===== config.mk =====
export PLATFORM = sky130hd
export DESIGN_NAME = relu_dropout_mask
export DESIGN_NICKNAME = d
export VERILOG_FILES = /design/src/rtl/rdm_pkg.sv /design/src/rtl/rdm_pattern_gen.sv /design/src/rtl/rdm_mask_array.sv /design/src/rtl/rdm_zero_gate.sv /design/src/rtl/relu_dropout_mask.sv
export SDC_FILE = /design/constraint.sdc
export NUM_CORES = 2
export LEC_CHECK = 0
export BUFFER_PORTS_ARGS = -buffer_cell sky130_fd_sc_hd__buf_2
export CORE_ASPECT_RATIO = 1.2
export CORE_MARGIN = 4
export CORE_UTILIZATION = 55
export CTS_BUF_LIST = sky130_fd_sc_hd__clkbuf_2
export CTS_CLUSTER_DIAMETER = 100
export DETAILED_ROUTE_END_ITERATION = 7
export PLACE_DENSITY = 0.67
export SKIP_LAST_GASP = 1
export SLEW_MARGIN = 20
export SYNTH_ARGS = -nofsm -noshare
export SYNTH_HDL_FRONTEND = slang
export SYNTH_HIERARCHICAL = 1
export SYNTH_SLANG_ARGS = --single-unit

===== constraint.sdc =====
create_clock -name clk -period 8.3 [get_ports clk]
set_clock_uncertainty 0.1 [all_clocks]
set_input_delay 1.66 -clock clk [delete_from_list [all_inputs] [get_ports clk]]
set_output_delay 1.66 -clock clk [all_outputs]
set_load 0.03 [all_outputs]

===== src/rtl/rdm_pkg.sv =====
package rdm_pkg;

    typedef enum logic [1:0] {
        ST_IDLE = 2'd0,
        ST_FWD  = 2'd1,
        ST_BWD  = 2'd2
    } rdm_state_e;

    localparam int unsigned RDM_LFSR_W = 16;
    localparam logic [RDM_LFSR_W-1:0] RDM_TAPS = 16'hB400;
    localparam logic [RDM_LFSR_W-1:0] RDM_SEED = 16'hACE1;

endpackage


===== src/rtl/rdm_pattern_gen.sv =====
module rdm_pattern_gen #(
    parameter int unsigned LFSR_W    = 16,
    parameter logic [LFSR_W-1:0] TAPS = 16'hB400,
    parameter logic [LFSR_W-1:0] SEED = 16'hACE1,
    parameter int unsigned PERIOD_W  = 6,
    parameter int unsigned DROP_BITS = 1
) (
    input  logic                clk,
    input  logic                rst_n,
    input  logic                iter_start,
    input  logic [PERIOD_W-1:0] period,
    input  logic                step,
    output logic                drop_bit
);

    logic [LFSR_W-1:0]   lfsr_q;
    logic [LFSR_W-1:0]   lfsr_next;
    logic [PERIOD_W-1:0] iter_q;
    logic                wrap;

    // Last iteration of the period: reseed on the next boundary pulse.
    always_comb begin
        wrap = (period <= PERIOD_W'(1)) || (iter_q >= (period - PERIOD_W'(1)));
    end

    always_comb begin
        lfsr_next = {1'b0, lfsr_q[LFSR_W-1:1]} ^ (lfsr_q[0] ? TAPS : '0);
    end

    always_ff @(posedge clk) begin
        if (!rst_n) begin
            lfsr_q <= SEED;
            iter_q <= '0;
        end else begin
            if (iter_start && wrap) begin
                lfsr_q <= SEED;
            end else if (step) begin
                lfsr_q <= lfsr_next;
            end
            if (iter_start) begin
                iter_q <= wrap ? '0 : iter_q + PERIOD_W'(1);
            end
        end
    end

    assign drop_bit = &lfsr_q[DROP_BITS-1:0];

    assert_reseed_R5: assert property (@(posedge clk) disable iff (!rst_n)
        (iter_start && wrap) |=> (lfsr_q == SEED && iter_q == '0))
        else $error("reseed did not happen at period wrap");

    assert_hold_R5: assert property (@(posedge clk) disable iff (!rst_n)
        (!iter_start && !step) |=> $stable(lfsr_q))
        else $error("generator moved without a forward element");

    assert_nonzero_R4: assert property (@(posedge clk) disable iff (!rst_n)
        lfsr_q != '0)
        else $error("generator reached the all-zero lock state");

endmodule


===== src/rtl/rdm_mask_array.sv =====
module rdm_mask_array #(
    parameter int unsigned DEPTH = 1024,
    parameter int unsigned AW    = $clog2(DEPTH)
) (
    input  logic          clk,
    input  logic          rst_n,
    input  logic          wr_en,
    input  logic [AW-1:0] wr_addr,
    input  logic          wr_bit,
    input  logic          rd_en,
    input  logic [AW-1:0] rd_addr,
    output logic          rd_bit
);

    logic [DEPTH-1:0] bits_q;
    logic             rd_bit_q;

    always_ff @(posedge clk) begin
        if (!rst_n) begin
            bits_q <= '0;
        end else if (wr_en) begin
            bits_q[wr_addr] <= wr_bit;
        end
    end

    always_ff @(posedge clk) begin
        if (!rst_n) begin
            rd_bit_q <= 1'b0;
        end else if (rd_en) begin
            rd_bit_q <= bits_q[rd_addr];
        end
    end

    assign rd_bit = rd_bit_q;

    assert_store_R6: assert property (@(posedge clk) disable iff (!rst_n)
        wr_en |=> (bits_q[$past(wr_addr)] == $past(wr_bit)))
        else $error("mask bit not stored at its address");

endmodule


===== src/rtl/rdm_zero_gate.sv =====
module rdm_zero_gate #(
    parameter int unsigned W = 16
) (
    input  logic [W-1:0] din,
    input  logic         kill,
    output logic [W-1:0] dout
);

    always_comb begin
        dout = kill ? '0 : din;
    end

endmodule


===== src/rtl/relu_dropout_mask.sv =====
module relu_dropout_mask
    import rdm_pkg::*;
#(
    parameter int unsigned SAMPLES   = 16,
    parameter int unsigned NEURONS   = 64,
    parameter int unsigned DATA_W    = 16,
    parameter int unsigned PERIOD_W  = 6,
    parameter int unsigned DROP_BITS = 1,
    localparam int unsigned SAW      = $clog2(SAMPLES),
    localparam int unsigned NAW      = $clog2(NEURONS)
) (
    input  logic                clk,
    input  logic                rst_n,
    input  logic                drop_en,
    input  logic [PERIOD_W-1:0] period,
    input  logic                iter_start,
    input  logic [SAW-1:0]      sample_idx,
    input  logic [NAW-1:0]      neuron_idx,
    input  logic                fwd_valid,
    input  logic [DATA_W-1:0]   fwd_data,
    input  logic                bwd_valid,
    input  logic [DATA_W-1:0]   bwd_err,
    output logic                fwd_out_valid,
    output logic [DATA_W-1:0]   fwd_out_data,
    output logic                fwd_out_mask,
    output logic                bwd_out_valid,
    output logic [DATA_W-1:0]   bwd_out_err
);

    localparam int unsigned DEPTH = SAMPLES * NEURONS;
    localparam int unsigned AW    = $clog2(DEPTH);

    rdm_state_e        st_q, st_d;
    logic [AW-1:0]     flat_addr;
    logic              fwd_take, bwd_take;
    logic              drop_bit;
    logic              relu_kill, drop_kill, fwd_kill;
    logic [DATA_W-1:0] fwd_gated;
    logic [DATA_W-1:0] fwd_data_q;
    logic              fwd_mask_q;
    logic [DATA_W-1:0] bwd_err_q;
    logic              stored_bit;
    logic [DATA_W-1:0] bwd_gated;

    always_comb begin
        flat_addr = AW'(32'(sample_idx) * NEURONS + 32'(neuron_idx));
        fwd_take  = fwd_valid;
        bwd_take  = bwd_valid && !fwd_valid;
        relu_kill = fwd_data[DATA_W-1];
        drop_kill = drop_en && drop_bit;
        fwd_kill  = relu_kill || drop_kill;
    end

    rdm_pattern_gen #(
        .LFSR_W    (RDM_LFSR_W),
        .TAPS      (RDM_TAPS),
        .SEED      (RDM_SEED),
        .PERIOD_W  (PERIOD_W),
        .DROP_BITS (DROP_BITS)
    ) u_pattern (
        .clk        (clk),
        .rst_n      (rst_n),
        .iter_start (iter_start),
        .period     (period),
        .step       (fwd_take),
        .drop_bit   (drop_bit)
    );

    rdm_mask_array #(
        .DEPTH (DEPTH),
        .AW    (AW)
    ) u_array (
        .clk     (clk),
        .rst_n   (rst_n),
        .wr_en   (fwd_take),
        .wr_addr (flat_addr),
        .wr_bit  (fwd_kill),
        .rd_en   (bwd_take),
        .rd_addr (flat_addr),
        .rd_bit  (stored_bit)
    );

    rdm_zero_gate #(.W(DATA_W)) u_fwd_gate (
        .din  (fwd_data),
        .kill (fwd_kill),
        .dout (fwd_gated)
    );

    rdm_zero_gate #(.W(DATA_W)) u_bwd_gate (
        .din  (bwd_err_q),
        .kill (stored_bit),
        .dout (bwd_gated)
    );

    // Next-state selection: forward wins a collision.
    always_comb begin
        if (fwd_take) begin
            st_d = ST_FWD;
        end else if (bwd_take) begin
            st_d = ST_BWD;
        end else begin
            st_d = ST_IDLE;
        end
    end

    // State register.
    always_ff @(posedge clk) begin
        if (!rst_n) begin
            st_q <= ST_IDLE;
        end else begin
            st_q <= st_d;
        end
    end

    // Payload registers for the output stage.
    always_ff @(posedge clk) begin
        if (!rst_n) begin
            fwd_data_q <= '0;
            fwd_mask_q <= 1'b0;
            bwd_err_q  <= '0;
        end else begin
            if (fwd_take) begin
                fwd_data_q <= fwd_gated;
                fwd_mask_q <= fwd_kill;
            end
            if (bwd_take) begin
                bwd_err_q <= bwd_err;
            end
        end
    end

    // Outputs decoded from the state.
    always_comb begin
        fwd_out_valid = 1'b0;
        fwd_out_data  = '0;
        fwd_out_mask  = 1'b0;
        bwd_out_valid = 1'b0;
        bwd_out_err   = '0;
        unique case (st_q)
            ST_IDLE: begin
            end
            ST_FWD: begin
                fwd_out_valid = 1'b1;
                fwd_out_data  = fwd_data_q;
                fwd_out_mask  = fwd_mask_q;
            end
            ST_BWD: begin
                bwd_out_valid = 1'b1;
                bwd_out_err   = bwd_gated;
            end
            default: begin
            end
        endcase
    end

    assert_relu_zero_R2: assert property (@(posedge clk) disable iff (!rst_n)
        (fwd_valid && fwd_data[DATA_W-1]) |=>
        (fwd_out_valid && fwd_out_mask && fwd_out_data == '0))
        else $error("negative element not zeroed");

    assert_pass_R3: assert property (@(posedge clk) disable iff (!rst_n)
        (fwd_valid && !fwd_data[DATA_W-1] && !(drop_en && drop_bit)) |=>
        (fwd_out_valid && !fwd_out_mask && fwd_out_data == $past(fwd_data)))
        else $error("kept element altered");

    assert_drop_R4: assert property (@(posedge clk) disable iff (!rst_n)
        (fwd_valid && drop_en && drop_bit) |=>
        (fwd_out_mask && fwd_out_data == '0))
        else $error("dropped element not zeroed");

    assert_bwd_follows_R7: assert property (@(posedge clk) disable iff (!rst_n)
        (bwd_valid && !fwd_valid) |=> bwd_out_valid)
        else $error("backward result missing");

    assert_collision_R8: assert property (@(posedge clk) disable iff (!rst_n)
        (fwd_valid && bwd_valid) |=> (fwd_out_valid && !bwd_out_valid))
        else $error("collision not resolved toward forward");

    assert_exclusive_R9: assert property (@(posedge clk) disable iff (!rst_n)
        !(fwd_out_valid && bwd_out_valid))
        else $error("both output valids high");

endmodule


==> results.yml <==
critical_path:
  worst-endpoint-arrival_ns: 3.07
  cp_data_required_time_ns: 6.54
  startpoint_type: "register"
  timing.rr.end: "u_array/bits_q[445]$_SDFFE_PN0P_"
  reg2reg_from: "u_pattern/lfsr_q[0]$_SDFFE_PP1P_"
  reg2reg_depth: 5
  r2r_slack_ns: 4.81
  crit_path_max_fanout: 17
  end_kind: "primary output"
  critPathKind: "reg -> out"
routing:
  dr.pass1.iters: 8
  wl_mm: 206.2
  num_vias: 50047
  drcViolationCount: 0
  vias_per_cell: 7.007
  ant_nets: 0
  first_iter_violations: 7882
  wl_per_cell_um: 28.87
logic_synthesis:
  synth_area_um2: 53350
  ys.flop_type: "dfxtp_1"
  syn_nets: 6009
  ys_warn_count: 6
  ys_top_cells_by_count: "dfxtp_1 (1082), nand3_1 (1055), o21ai_0 (1031)"
  synth_area_per_cell_um2: 8.973
  synth_edf_count: 0
  synth.largest_area_cell: "dfxtp_1"
  netlist.area_leader.share: 0.4060
  ys_ff_latch: 1082
  synth.most_common_cell: "dfxtp_1"
  netlist-cell-type-count: 71
  syn-instance-count: 5946
  synthArstFlopShare: 0
  yosys-top-cells-area: "dfxtp_1 (41%), a21boi_0 (14%), nand3_1 (9.9%)"
  yosysSeqAreaShare: 0.4060
clocking:
  cts_resized: 0
  htreeDepth: 5
  root_buffer: "clkbuf_2"
  cts_tree: "done"
  clockBufferDepth: 4
  cts_setup_buffers: 0
  clkSlewWorstSetupHoldPaths_ns: 0.11
  clkSinkCount: 1082
  clk_latency_ns: 1.57
  cts_hold_buf: 0
  cts_inserted_buffers: 296
grt:
  track_usage: 0.3865
  grt_max_degree: 248
  grt_pass1_vias: 46946
  grt_util_met1: 0.4941
  use_met3: 0.1040
  grt.met2_usage: 0.5777
  overflow: 0
  antenna_found_initial: 6
  grt_pass1_wl_mm: 302.2
  busiest_layer: "met2"
floorplanning:
  die-width_um: 292.3
  core_um2: 95730
  die_y_um: 349.2
  pin_count: 89
  fp-row-count: 124
  die_area_um2: 102100
  start_util: 0.5573
power:
  p_per_area_nw_per_um2: 173.0
  ir_drop_mv: 0.1144
  p_leak_nw: 17.86
  design_power_total_w: 0.009702
placed_design:
  portBuffers: 88
  place_congestion: 0.9477
  place_inst: 6676
  place_hpwl_mm: 111.9
layout:
  drive_gt1_frac: 0.1768
  fin_nets: 5777
  final_core_util: 0.5860
  syn_to_final_growth_pct: 5.148
  fillCellCount: 8536
  layout.cells.non_filler: 7142
timing:
  finalCritPeriodShare: 0.5825
  timing.hold.ws_ns: 0.2606
  setup_viol: 0
  fin_crit_ns: 4.834
  hold_viol_final: 0
  grt_setup_unrepaired: "no"
  relSlewSlack: 0.1183
  clock.fmax_mhz: 206.9
  final_max_slew_viol_count: 0
  tightest_slew_ns: 1.318
  finalSetupTns_ns: 0
run_status:
  status: "completed"
min_path:
  min_from: "bwd_err[13]"
  holdPathStages: 3
  min_to: "bwd_err_q[13]$_SDFFE_PN0P_"
  worstHoldPathType: "in -> reg"
run:
  drv_cap: 0
## power by group
part           switching (W)  internal, W  leakage, nW
clock network        0.00223      0.00146         1.90
registers          0.0000124      0.00520         8.72
logic               0.000570     0.000222         7.24
## logic make-up after synthesis
logic type               after synthesis  share of synthesized area
AND/OR/NAND/NOR                     1520                     0.1438
multiplexers                         374                     0.1249
AO/OA/AOI/OAI                       2196                     0.2602
buffers and inverters                753                    0.06109
flip-flops                          1082                     0.4060
adder cells (fa/ha/maj)                9                   0.002111
XOR/XNOR                              12                   0.001970
## routing by layer
layer | wire [um] | vias up
li1 | - | 21373
met1 | 75390 | 24208
met2 | 89450 | 3522
met3 | 26080 | 944
met4 | 15290 | 0
met5 | 0 | -
## worst max-delay path by stage
stage                                startpoint                           to  cells after the start
CTS                 u_array/rd_bit$_SDFFE_PN0P_              bwd_out_err[15]                      3
finish              u_array/rd_bit$_SDFFE_PN0P_              bwd_out_err[15]                      3
global placement                  neuron_idx[1]  u_array/rd_bit$_SDFFE_PN0P_                      9
global route        u_array/rd_bit$_SDFFE_PN0P_              bwd_out_err[15]                      3
detailed placement                neuron_idx[1]  u_array/rd_bit$_SDFFE_PN0P_                     10
floorplan                         neuron_idx[1]  u_array/rd_bit$_SDFFE_PN0P_                     10
## per-stage QoR
| stage | instance area (um^2) | setup WS, ns |
|---|---|---|
| 6_report | 56100 | 3.466 |
| 3_3_place_gp | 53690 | 3.055 |
| 5_1_grt | 56090 | 3.379 |
| 3_5_place_dp | 53690 | 2.996 |
| 4_1_cts | 56070 | 3.372 |
| 2_1_floorplan | 53350 | 4.394 |
## cell usage in the layout, fill, tap and decap left out, types with 11 or more instances in the layout
cell	instances
a21boi_0	1024
a21oi_1	23
a22oi_1	20
and2_1	40
and2b_2	12
buf_2	84
buf_4	118
clkbuf_2	427
clkinv_1	22
dfxtp_1	1082
mux2i_1	138
mux4_2	233
nand2_1	116
nand2_2	31
nand2b_1	14
nand3_1	1055
nand4_1	11
nor2_1	27
nor2_2	29
nor2_4	36
nor2b_1	33
nor2b_2	17
nor3_1	36
nor4_1	14
o21ai_0	1031
o221ai_1	29
o22ai_1	24
## flip-flops by register name, summed over array words and instances, names as in the netlist
name and count:
u_array/rd_bit 1, u_pattern/iter_q 6, u_array/bits_q 1024, u_pattern/lfsr_q 16, bwd_err_q 16, fwd_mask_q 1
st_q 2, fwd_data_q 16
## area by class of cell
| cell class | count | area [um^2] | share of cell area |
|---|---|---|---|
| timing repair buffer | 215 | 1551 | 0.02766 |
| sequential | 1082 | 21660 | 0.3861 |
| tap | 1260 | 1577 | 0.02810 |
| clock inverter | 34 | 240.2 | 0.004282 |
| multi-input combinational | 4111 | 28880 | 0.5148 |
| antenna | 5 | 12.51 | 0.0002230 |
| clock buffer | 427 | 2137 | 0.03810 |
| inverter | 8 | 37.54 | 0.0006691 |
## critical path, stage by stage (launching register included)
cell     delay (ns)
dfxtp_1        0.94
and2b_2        0.29
and2_1         0.14
buf_2          0.18
No activity file was read; power rests on OpenSTA's default activity.
